## config.mk

```make
export PLATFORM = sky130hd
export DESIGN_NAME = scpu_core
export DESIGN_NICKNAME = d
export VERILOG_FILES = /design/src/rtl/scpu_pkg.sv /design/src/rtl/scpu_decode.sv /design/src/rtl/scpu_regfile.sv /design/src/rtl/scpu_alu.sv /design/src/rtl/scpu_core.sv
export SDC_FILE = /design/constraint.sdc
export NUM_CORES = 2
export LEC_CHECK = 0
export ABC_AREA = 1
export BUFFER_PORTS_ARGS = -buffer_cell sky130_fd_sc_hd__buf_4
export CAP_MARGIN = 20
export CORE_ASPECT_RATIO = 1.1
export CORE_UTILIZATION = 30
export CTS_BUF_LIST = sky130_fd_sc_hd__clkbuf_2
export DETAILED_ROUTE_END_ITERATION = 6
export HOLD_SLACK_MARGIN = 0.12
export PLACE_DENSITY = 0.43
export SYNTH_ARGS = -nofsm -noshare
export SYNTH_HDL_FRONTEND = slang
export SYNTH_SLANG_ARGS = --single-unit
```

## constraint.sdc

```tcl
create_clock -name clk -period 5.3 [get_ports clk]
set_input_delay 0.53 -clock clk [delete_from_list [all_inputs] [get_ports clk]]
set_output_delay 0.53 -clock clk [all_outputs]
set_load 0.05 [all_outputs]
```

## src/rtl/scpu_pkg.sv

```systemverilog
package scpu_pkg;

    localparam int XLEN    = 32;
    localparam int REG_NUM = 32;
    localparam int RIDX_W  = $clog2(REG_NUM);
    localparam logic [RIDX_W-1:0] LINK_REG = RIDX_W'(REG_NUM - 1);

    localparam logic [5:0] OPC_RTYPE = 6'h00;
    localparam logic [5:0] OPC_JMP   = 6'h02;
    localparam logic [5:0] OPC_JLINK = 6'h03;
    localparam logic [5:0] OPC_BEQ   = 6'h04;
    localparam logic [5:0] OPC_LOAD  = 6'h23;
    localparam logic [5:0] OPC_STORE = 6'h2B;
    localparam logic [5:0] OPC_JIND  = 6'h38;

    localparam logic [5:0] FN_ADD = 6'h20;
    localparam logic [5:0] FN_SUB = 6'h22;
    localparam logic [5:0] FN_AND = 6'h24;
    localparam logic [5:0] FN_OR  = 6'h25;
    localparam logic [5:0] FN_SLT = 6'h2A;
    localparam logic [5:0] FN_LDX = 6'h30;

    typedef enum logic [1:0] {DST_RT = 2'b00, DST_RD = 2'b01, DST_LINK = 2'b10} dst_sel_e;
    typedef enum logic [1:0] {WB_ALU = 2'b00, WB_MEM = 2'b01, WB_PC4 = 2'b10} wb_sel_e;
    typedef enum logic [1:0] {NPC_SEQ = 2'b00, NPC_JUMP = 2'b01, NPC_MEM = 2'b10} npc_sel_e;
    typedef enum logic [1:0] {AC_ADD = 2'b00, AC_SUB = 2'b01, AC_FUNCT = 2'b10} alu_class_e;
    typedef enum logic [2:0] {ALU_ADD, ALU_SUB, ALU_AND, ALU_OR, ALU_SLT} alu_op_e;

    typedef struct packed {
        logic [5:0]        opcode;
        logic [RIDX_W-1:0] rs;
        logic [RIDX_W-1:0] rt;
        logic [RIDX_W-1:0] rd;
        logic [4:0]        shamt;
        logic [5:0]        funct;
    } instr_t;

    typedef struct packed {
        dst_sel_e   dst;
        wb_sel_e    wb;
        npc_sel_e   npc;
        alu_class_e aclass;
        logic       b_imm;
        logic       rf_we;
        logic       mem_re;
        logic       mem_we;
        logic       branch;
    } ctrl_t;

    function automatic logic [XLEN-1:0] sext16(input logic [15:0] v);
        return {{(XLEN-16){v[15]}}, v};
    endfunction

    function automatic logic [XLEN-1:0] jump_target(input logic [XLEN-1:0] pc4,
                                                    input logic [25:0] idx);
        return {pc4[XLEN-1:XLEN-4], idx, 2'b00};
    endfunction

endpackage

```

## src/rtl/scpu_decode.sv

```systemverilog
module scpu_decode
    import scpu_pkg::*;
(
    input  logic [5:0] opcode,
    input  logic [5:0] funct,
    output ctrl_t      ctrl,
    output alu_op_e    alu_op
);

    always_comb begin
        ctrl = '0;
        unique case (opcode)
            OPC_RTYPE: begin
                ctrl.dst   = DST_RD;
                ctrl.rf_we = 1'b1;
                if (funct == FN_LDX) begin
                    ctrl.wb     = WB_MEM;
                    ctrl.mem_re = 1'b1;
                    ctrl.aclass = AC_ADD;
                end else begin
                    ctrl.aclass = AC_FUNCT;
                end
            end
            OPC_LOAD: begin
                ctrl.wb     = WB_MEM;
                ctrl.b_imm  = 1'b1;
                ctrl.rf_we  = 1'b1;
                ctrl.mem_re = 1'b1;
            end
            OPC_STORE: begin
                ctrl.b_imm  = 1'b1;
                ctrl.mem_we = 1'b1;
            end
            OPC_BEQ: begin
                ctrl.branch = 1'b1;
                ctrl.aclass = AC_SUB;
            end
            OPC_JMP:   ctrl.npc = NPC_JUMP;
            OPC_JLINK: begin
                ctrl.dst   = DST_LINK;
                ctrl.wb    = WB_PC4;
                ctrl.rf_we = 1'b1;
                ctrl.npc   = NPC_JUMP;
            end
            OPC_JIND: begin
                ctrl.b_imm  = 1'b1;
                ctrl.mem_re = 1'b1;
                ctrl.npc    = NPC_MEM;
            end
            default: ctrl = '0;
        endcase
    end

    always_comb begin
        unique case (ctrl.aclass)
            AC_SUB:   alu_op = ALU_SUB;
            AC_FUNCT: begin
                unique case (funct)
                    FN_SUB:  alu_op = ALU_SUB;
                    FN_AND:  alu_op = ALU_AND;
                    FN_OR:   alu_op = ALU_OR;
                    FN_SLT:  alu_op = ALU_SLT;
                    default: alu_op = ALU_ADD;
                endcase
            end
            default:  alu_op = ALU_ADD;
        endcase
    end

endmodule

```

## src/rtl/scpu_regfile.sv

```systemverilog
module scpu_regfile
    import scpu_pkg::*;
#(
    parameter int W    = XLEN,
    parameter int NREG = REG_NUM,
    localparam int AW  = $clog2(NREG)
) (
    input  logic          clk,
    input  logic          rst,
    input  logic [AW-1:0] ra_a,
    input  logic [AW-1:0] ra_b,
    output logic [W-1:0]  rd_a,
    output logic [W-1:0]  rd_b,
    input  logic          we,
    input  logic [AW-1:0] wa,
    input  logic [W-1:0]  wd
);

    logic [W-1:0] regs [NREG];

    always_ff @(posedge clk) begin
        for (int i = 0; i < NREG; i++) begin
            if (rst)
                regs[i] <= '0;
            else if (we && wa == AW'(i) && i != 0)
                regs[i] <= wd;
        end
    end

    assign rd_a = (ra_a == '0) ? '0 : regs[ra_a];
    assign rd_b = (ra_b == '0) ? '0 : regs[ra_b];

endmodule

```

## src/rtl/scpu_alu.sv

```systemverilog
module scpu_alu
    import scpu_pkg::*;
#(
    parameter int W = XLEN
) (
    input  logic [W-1:0] a,
    input  logic [W-1:0] b,
    input  alu_op_e      op,
    output logic [W-1:0] y,
    output logic         zero
);

    always_comb begin
        unique case (op)
            ALU_SUB: y = a - b;
            ALU_AND: y = a & b;
            ALU_OR:  y = a | b;
            ALU_SLT: y = W'($signed(a) < $signed(b));
            default: y = a + b;
        endcase
    end

    assign zero = (y == '0);

endmodule

```

## src/rtl/scpu_core.sv

```systemverilog
module scpu_core
    import scpu_pkg::*;
#(
    parameter logic [XLEN-1:0] RESET_PC = '0
) (
    input  logic            clk,
    input  logic            rst,
    output logic [XLEN-1:0] imem_addr,
    input  logic [XLEN-1:0] imem_data,
    output logic [XLEN-1:0] dmem_addr,
    output logic            dmem_re,
    output logic            dmem_we,
    output logic [XLEN-1:0] dmem_wdata,
    input  logic [XLEN-1:0] dmem_rdata
);

    instr_t            ins;
    ctrl_t             ctrl;
    alu_op_e           alu_op;
    logic [XLEN-1:0]   pc_q, pc4, br_tgt, j_tgt, npc;
    logic [XLEN-1:0]   imm_x, rs_val, rt_val, alu_b, alu_y, wr_data;
    logic [RIDX_W-1:0] rs_idx, wr_idx;
    logic              alu_zero, take_br;

    assign ins    = instr_t'(imem_data);
    assign rs_idx = ins.rs;
    assign imm_x  = sext16({ins.rd, ins.shamt, ins.funct});

    scpu_decode u_dec (
        .opcode (ins.opcode),
        .funct  (ins.funct),
        .ctrl   (ctrl),
        .alu_op (alu_op)
    );

    always_comb begin
        unique case (ctrl.dst)
            DST_RD:   wr_idx = ins.rd;
            DST_LINK: wr_idx = LINK_REG;
            default:  wr_idx = ins.rt;
        endcase
        unique case (ctrl.wb)
            WB_MEM:  wr_data = dmem_rdata;
            WB_PC4:  wr_data = pc4;
            default: wr_data = alu_y;
        endcase
    end

    scpu_regfile #(.W(XLEN), .NREG(REG_NUM)) u_rf (
        .clk  (clk),
        .rst  (rst),
        .ra_a (rs_idx),
        .ra_b (ins.rt),
        .rd_a (rs_val),
        .rd_b (rt_val),
        .we   (ctrl.rf_we),
        .wa   (wr_idx),
        .wd   (wr_data)
    );

    assign alu_b = ctrl.b_imm ? imm_x : rt_val;

    scpu_alu #(.W(XLEN)) u_alu (
        .a    (rs_val),
        .b    (alu_b),
        .op   (alu_op),
        .y    (alu_y),
        .zero (alu_zero)
    );

    assign pc4     = pc_q + XLEN'(4);
    assign br_tgt  = pc4 + {imm_x[XLEN-3:0], 2'b00};
    assign j_tgt   = jump_target(pc4, {ins.rs, ins.rt, ins.rd, ins.shamt, ins.funct});
    assign take_br = ctrl.branch & alu_zero;

    always_comb begin
        unique case (ctrl.npc)
            NPC_JUMP: npc = j_tgt;
            NPC_MEM:  npc = dmem_rdata;
            default:  npc = take_br ? br_tgt : pc4;
        endcase
    end

    always_ff @(posedge clk) begin
        if (rst) pc_q <= RESET_PC;
        else     pc_q <= npc;
    end

    assign imem_addr  = pc_q;
    assign dmem_addr  = alu_y;
    assign dmem_re    = ctrl.mem_re;
    assign dmem_we    = ctrl.mem_we;
    assign dmem_wdata = rt_val;

endmodule

```

-- Word-level counts from Yosys, hierarchy flattened
Memories as Yosys holds them, arrays and structs flattened.
Index checks and enable logic that the tools add are counted.
- bits in registers: 32
- input bits: 66
- output and inout port bits: 98
- bits in writable memories: 1024
- memories kept: 1
- eq/ne operators: 54
- bitwise gates (word level): 34
- multiplexer cells: 148
- add/subtract/negate cells: 4
- reductions and logical operators: 39
- order comparisons: 1
- memories (memory ; depth ; width ; read ports ; clocked after Yosys merged registers in ; write ports ; RTL line ; text):
    u_rf.regs ; 32 ; 32 ; 2 ; 0 ; 32 ; scpu_regfile.sv:19 ; logic [W-1:0] regs [NREG];
- operator list (cell ; number):
    two-way mux 32 bit ; 35
    one-hot mux 32 bit (2 select lines) ; 2
    one-hot mux 32 bit (4 select lines) ; 1
    two-way mux 1 bit ; 101
    == test 5 bit (second input constant) ; 16
    adder 32 bit ; 2
    == test 6 bit (second input constant) ; 8
    == test 5 x 4 -> 1 bit (second input constant) ; 8
    adder 32 x 3 -> 32 bit (second input constant) ; 1
    bitwise AND 32 bit ; 1
    logical NOT 32 bit ; 1
    less-than comparator 32 bit ; 1
    bitwise OR 32 bit ; 1
    subtractor 32 bit ; 1
    logical AND 1 bit ; 31
    bitwise OR 1 bit ; 31
    == test 5 x 3 -> 1 bit (second input constant) ; 4
    == test 6 x 2 -> 1 bit (second input constant) ; 2
    one-hot mux 2 bit (2 select lines) ; 3
    one-hot mux 3 bit (4 select lines) ; 1
    == test 5 x 2 -> 1 bit (second input constant) ; 2
    logical NOT 5 bit ; 2
    one-hot mux 5 bit (2 select lines) ; 1
    == test 2 x 1 -> 1 bit (second input constant) ; 4
    other kinds (14) ; 20

-- Logic depth before layout (Yosys ltp)
- depth after elaboration: 11
- gate-level depth with buffers: 36

-- Cells and area by module
Synthesis repeated with hierarchy kept, for this count alone.
- cells, all modules: 10255
- area, all modules: 70451.3 um2
- modules (own cells, without submodules) (module ; area each (um2) ; times used ; sequential area each (um2) ; cells each):
    scpu_regfile ; 57946.8 ; 1 ; 29788.6 ; 7858
    scpu_alu ; 6491.2 ; 1 ; 0.0 ; 1311
    scpu_core ; 5683.0 ; 1 ; 640.6 ; 1025
    scpu_decode ; 330.3 ; 1 ; 0.0 ; 61

-- Worst setup path before layout
OpenSTA, ideal clock, no wires.
- path kind: input to register
- start point: input imem_data[17]
- end point: memory u_rf.regs[10][27] (netlist name) (data pin)
- arrival: 6.590 ns
- cell stages on the path: 24
- data required time: 5.034 ns
- path slack: -1.556 ns
- path buffers: 4
- path through: clkbuf_1 > clkinv_1 > clkbuf_1 > a21oi_1 > o21ai_0 > a21oi_1 > nor3_1 > o311ai_0 > o21ai_0 > ha_1 > buf_2 > nor2_1 > inv_1 > nor2_1 > nand3_1 > nand3_1 > nand3_1 > nand3_1 > nand2_1 > nand2_1 > nand3_1 > o21ai_0 > clkbuf_1 > nor2_1
- RTL lines (element ; RTL line ; text):
    from (decl) ; scpu_core.sv:9 ; input logic [XLEN-1:0] imem_data,
    to (decl) ; scpu_regfile.sv:19 ;

==> qor.csv <==
metric,value,unit
outcome,finished with violations,
violated checks,"design-rule violations, negative setup slack",
synth warn,0,
main flop type after synthesis,edfxtp_1,
max_cap viols,0,
CP Launch Type,flop,
CP cell instances,"inv_2, a21oi_1, o21ai_1, buf_4, a21oi_4, o311ai_4, buf_4, a21boi_4, buf_6, inv_2, ha_4, nand2_1, nor2_1, buf_4, nand4_1, nand2_1, nand2_1, nand3_2, nand2_2, nor2_4, buf_6, inv_4, buf_8",
# port buffers,163,
clock tree buffer depth,4,
RePlAce Congestion,0.958,
count of cell types in the netlist,59,
CTS tree,yes,
Final Cycle Share,116,%
largest family of logic cells by synthesized area,simple AND/OR/NAND/NOR gates,
FMAX,0.162,GHz
worst reg2reg setup slack,-0.61,ns
sequential area share after synthesis,47.5,%
Worst-Skew Late Latency,1.93,ns
Initial Util,30.2,%
pwr/cell area,303,nW/um^2
# IOs,164,
leakage,0.0346,uW
DRT antenna net count,0,
Hold EP,imem_addr[28],
initial antenna violation count,10,
routed len/inst,28.6,um
vias in the first global route,66276,
synthesis-to-layout area growth,33.2,%
Synth Cell Area,64000,sq um
post-synthesis simple-gate area fraction,22.3,%
Post-Synth XOR/XNOR Area,0.780,%
Worst Path Max Fanout,6,
Slew Limit Headroom,8.85,%
Compound-Gate Fraction of Synth Area,18.6,%
die width,442,um
final setup violation count,62,
R2R Path Start,u_rf.regs[29][9],
Worst Tran Pin Value,1.37,ns
largest net degree at the start of global routing,73,
"slowest stage delay, CP",0.40,ns
initial DRC count,7966,
Cells after Synth,8148,
Clock Tree Root,clkbuf_2,
DR top layer,met4,
"CTS clk-pin slew, worst paths",0.10,ns
DRT met1 WL,138000,um
drt drc,3,
first-pass GRT wire length,488000,um
Routed WL,349000,um
core box area,212000,sq um
Final HPWL DP,229000,um
Hold Crit Start,dmem_rdata[28],
worst-path cell with the longest stage delay,edfxtp_1,
CTS sink cnt,1024,
layout cells sized above 1,26.7,%
RSZ-0062 raised after global routing,true,
ys async rst share,0,%
final worst setup slack,-0.855,ns
Post-synth EDFFs,992,
Hold WC Path Type,primary input to flop,
hold depth,7,
post-place setup slack,-1.21,ns
total power,25800,uW
"flops & latches, synth",1024,
nets,9489,
metal2 WL,163000,um
CTS Buf Count,306,
Detailed Routing Iterations Pass 1,7,
WL met3,28600,um
Die ar.,215000,sq um
Hold Fails Final Rpt,0,
critical path class,flop to output pin,
critical path capture point type,output pin,
Tmin final,6.15,ns
Setup Skew,0.197,ns
Post-Synth Adder-Cell Area,3.01,%
Worst Reg-to-Reg Cells,43,
via count,68566,
H-tree depth,5,
RR Endpoint,imem_addr[13],
Worst EP required,4.77,ns
VDD IR-drop max,189,uV
Mapped Nets,8366,
fin util,40.3,%
die height,486,um
Min Hold Slack,0.359,ns
critical path arrival,5.62,ns
Avg Synthesized Cell Area,7.86,sq um
GRT Util Overall,31.5,%
post-synthesis mux area share,0,%
row count,177,
GR Overflow Total,0,
Slew Limit Fails,0,
via/cell ratio,5.60,
## worst max path at each step
stage	from	slack [ns]	cells after the start	to
6_report	u_rf.regs[22][26]	-0.85	23	dmem_addr[28]
3_3_place_gp	imem_data[21]	-1.12	29	imem_addr[31]
5_1_grt	u_rf.regs[17][11]	-1.05	29	dmem_addr[31]
4_1_cts	u_rf.regs[22][26]	-1.03	27	dmem_addr[31]
2_1_floorplan	imem_data[17]	0.003	28	imem_addr[2]
3_5_place_dp	imem_data[21]	-1.21	30	imem_addr[30]
## area by class of cell
| class | count | area (sq um) |
|---|---|---|
| multi-input combinational | 5828 | 32100 |
| inverter | 627 | 2450 |
| sequential | 1024 | 30400 |
| fill | 21471 | 126000 |
| antenna | 8 | 20.0 |
| timing repair buffer | 1484 | 14300 |
| clock buffer | 454 | 2270 |
| clock inverter | 38 | 174 |
| tap | 2774 | 3470 |
## worst max-delay path, delay by kind of cell, from the launching register on
family	cells	cell delay, ns
flip-flops	1	0.40
buffers and inverters	9	1.11
AO/OA/AOI/OAI	5	0.83
AND/OR/NAND/NOR	8	1.06
adder cells (fa/ha/maj)	1	0.31
## registers in the layout (all words and copies together), names as in the netlist
signal and count:
u_rf.regs 992, imem_addr 32
## cell usage in the layout, fill, tap and decap left out, drive strengths merged, types with 15 or more instances in the layout
cell and count:
nor2 1777, buf 1316, nand2 1085, edfxtp 992
o21ai 964, inv 622, a21oi 571, nand3 466
clkbuf 455, o211ai 176, o22ai 168, dlygate4sd3 167
ha 149, nand4 72, nor3 65, o221ai 51
xor2 39, clkinv 37, dfxtp 32, a221oi 32
a22oi 31, a21boi 23, or2 19, xnor2 18
o311ai 17, nand3b 15
## report_power, final
| group | leakage [uW] | internal, uW | total (uW) | switching (uW) |
|---|---|---|---|---|
| sequential | 0.0104 | 9120 | 9270 | 150 |
| clock | 0.00198 | 2280 | 6040 | 3770 |
| combinational | 0.0222 | 3930 | 10500 | 6560 |
## logic make-up (layout without fill, tap and decap cells)
kind of cell               after synthesis  count (layout)
DFF                                   1024            1024
buffers and inverters                 1296            2603
and+or+nand+nor                       3513            3513
adders and majority gates              152             152
other                                    0               8
AOI/OAI and AO/OA                     2106            2106
xor gates and xnor gates                57              57
## metal layers
layer  vias to the layer above  global-route usage (%)
li1                      30330                       -
met1                     33550                    39.4
met2                      3839                    51.7
met3                       847                    5.13
met4                         0                    17.2
met5                         -                       0
## metrics by stage
| stage | cells | setup TNS [ns] | cell area (sq um) |
|---|---|---|---|
| 2_1_floorplan | 8148 | 0 | 64300 |
| 3_5_place_dp | 11427 | -337.22 | 76800 |
| 6_report | 12237 | -34.77 | 85300 |
| 4_1_cts | 12177 | -37.57 | 83800 |
| 3_3_place_gp | 11427 | -291.76 | 76800 |
| 5_1_grt | 12236 | -50.65 | 85300 |
## synth_stat cells, types with 18 or more instances
| cell type | instances | area share [%] |
|---|---|---|
| dfxtp_1 | 32 | 1.0 |
| a221oi_1 | 32 | 0.44 |
| edfxtp_1 | 992 | 47 |
| inv_1 | 609 | 3.6 |
| nand4_1 | 72 | 0.70 |
| buf_1 | 38 | 0.22 |
| nand2_1 | 1082 | 6.3 |
| a21boi_0 | 23 | 0.27 |
| xnor2_1 | 18 | 0.25 |
| a22oi_1 | 31 | 0.36 |
| nor3_1 | 63 | 0.49 |
| buf_2 | 49 | 0.38 |
| clkbuf_1 | 574 | 3.4 |
| ha_1 | 149 | 2.9 |
| o221ai_1 | 51 | 0.70 |
| nand3_1 | 463 | 3.6 |
| o21ai_0 | 950 | 7.4 |
| a21oi_1 | 569 | 4.4 |
| o211ai_1 | 176 | 2.1 |
| o22ai_1 | 168 | 1.6 |
| nor2_1 | 1769 | 10 |
| xor2_1 | 39 | 0.53 |
## repair_timing
action                     in CTS  in global routing
setup buffers                 100                 59
setup endpoints to repair     195                 62
hold endpoints to repair     1531                  0
resized for setup             661                359
pin swaps                     155                192
hold buffers                  168                  0
Power figures use the tool's default switching activity.
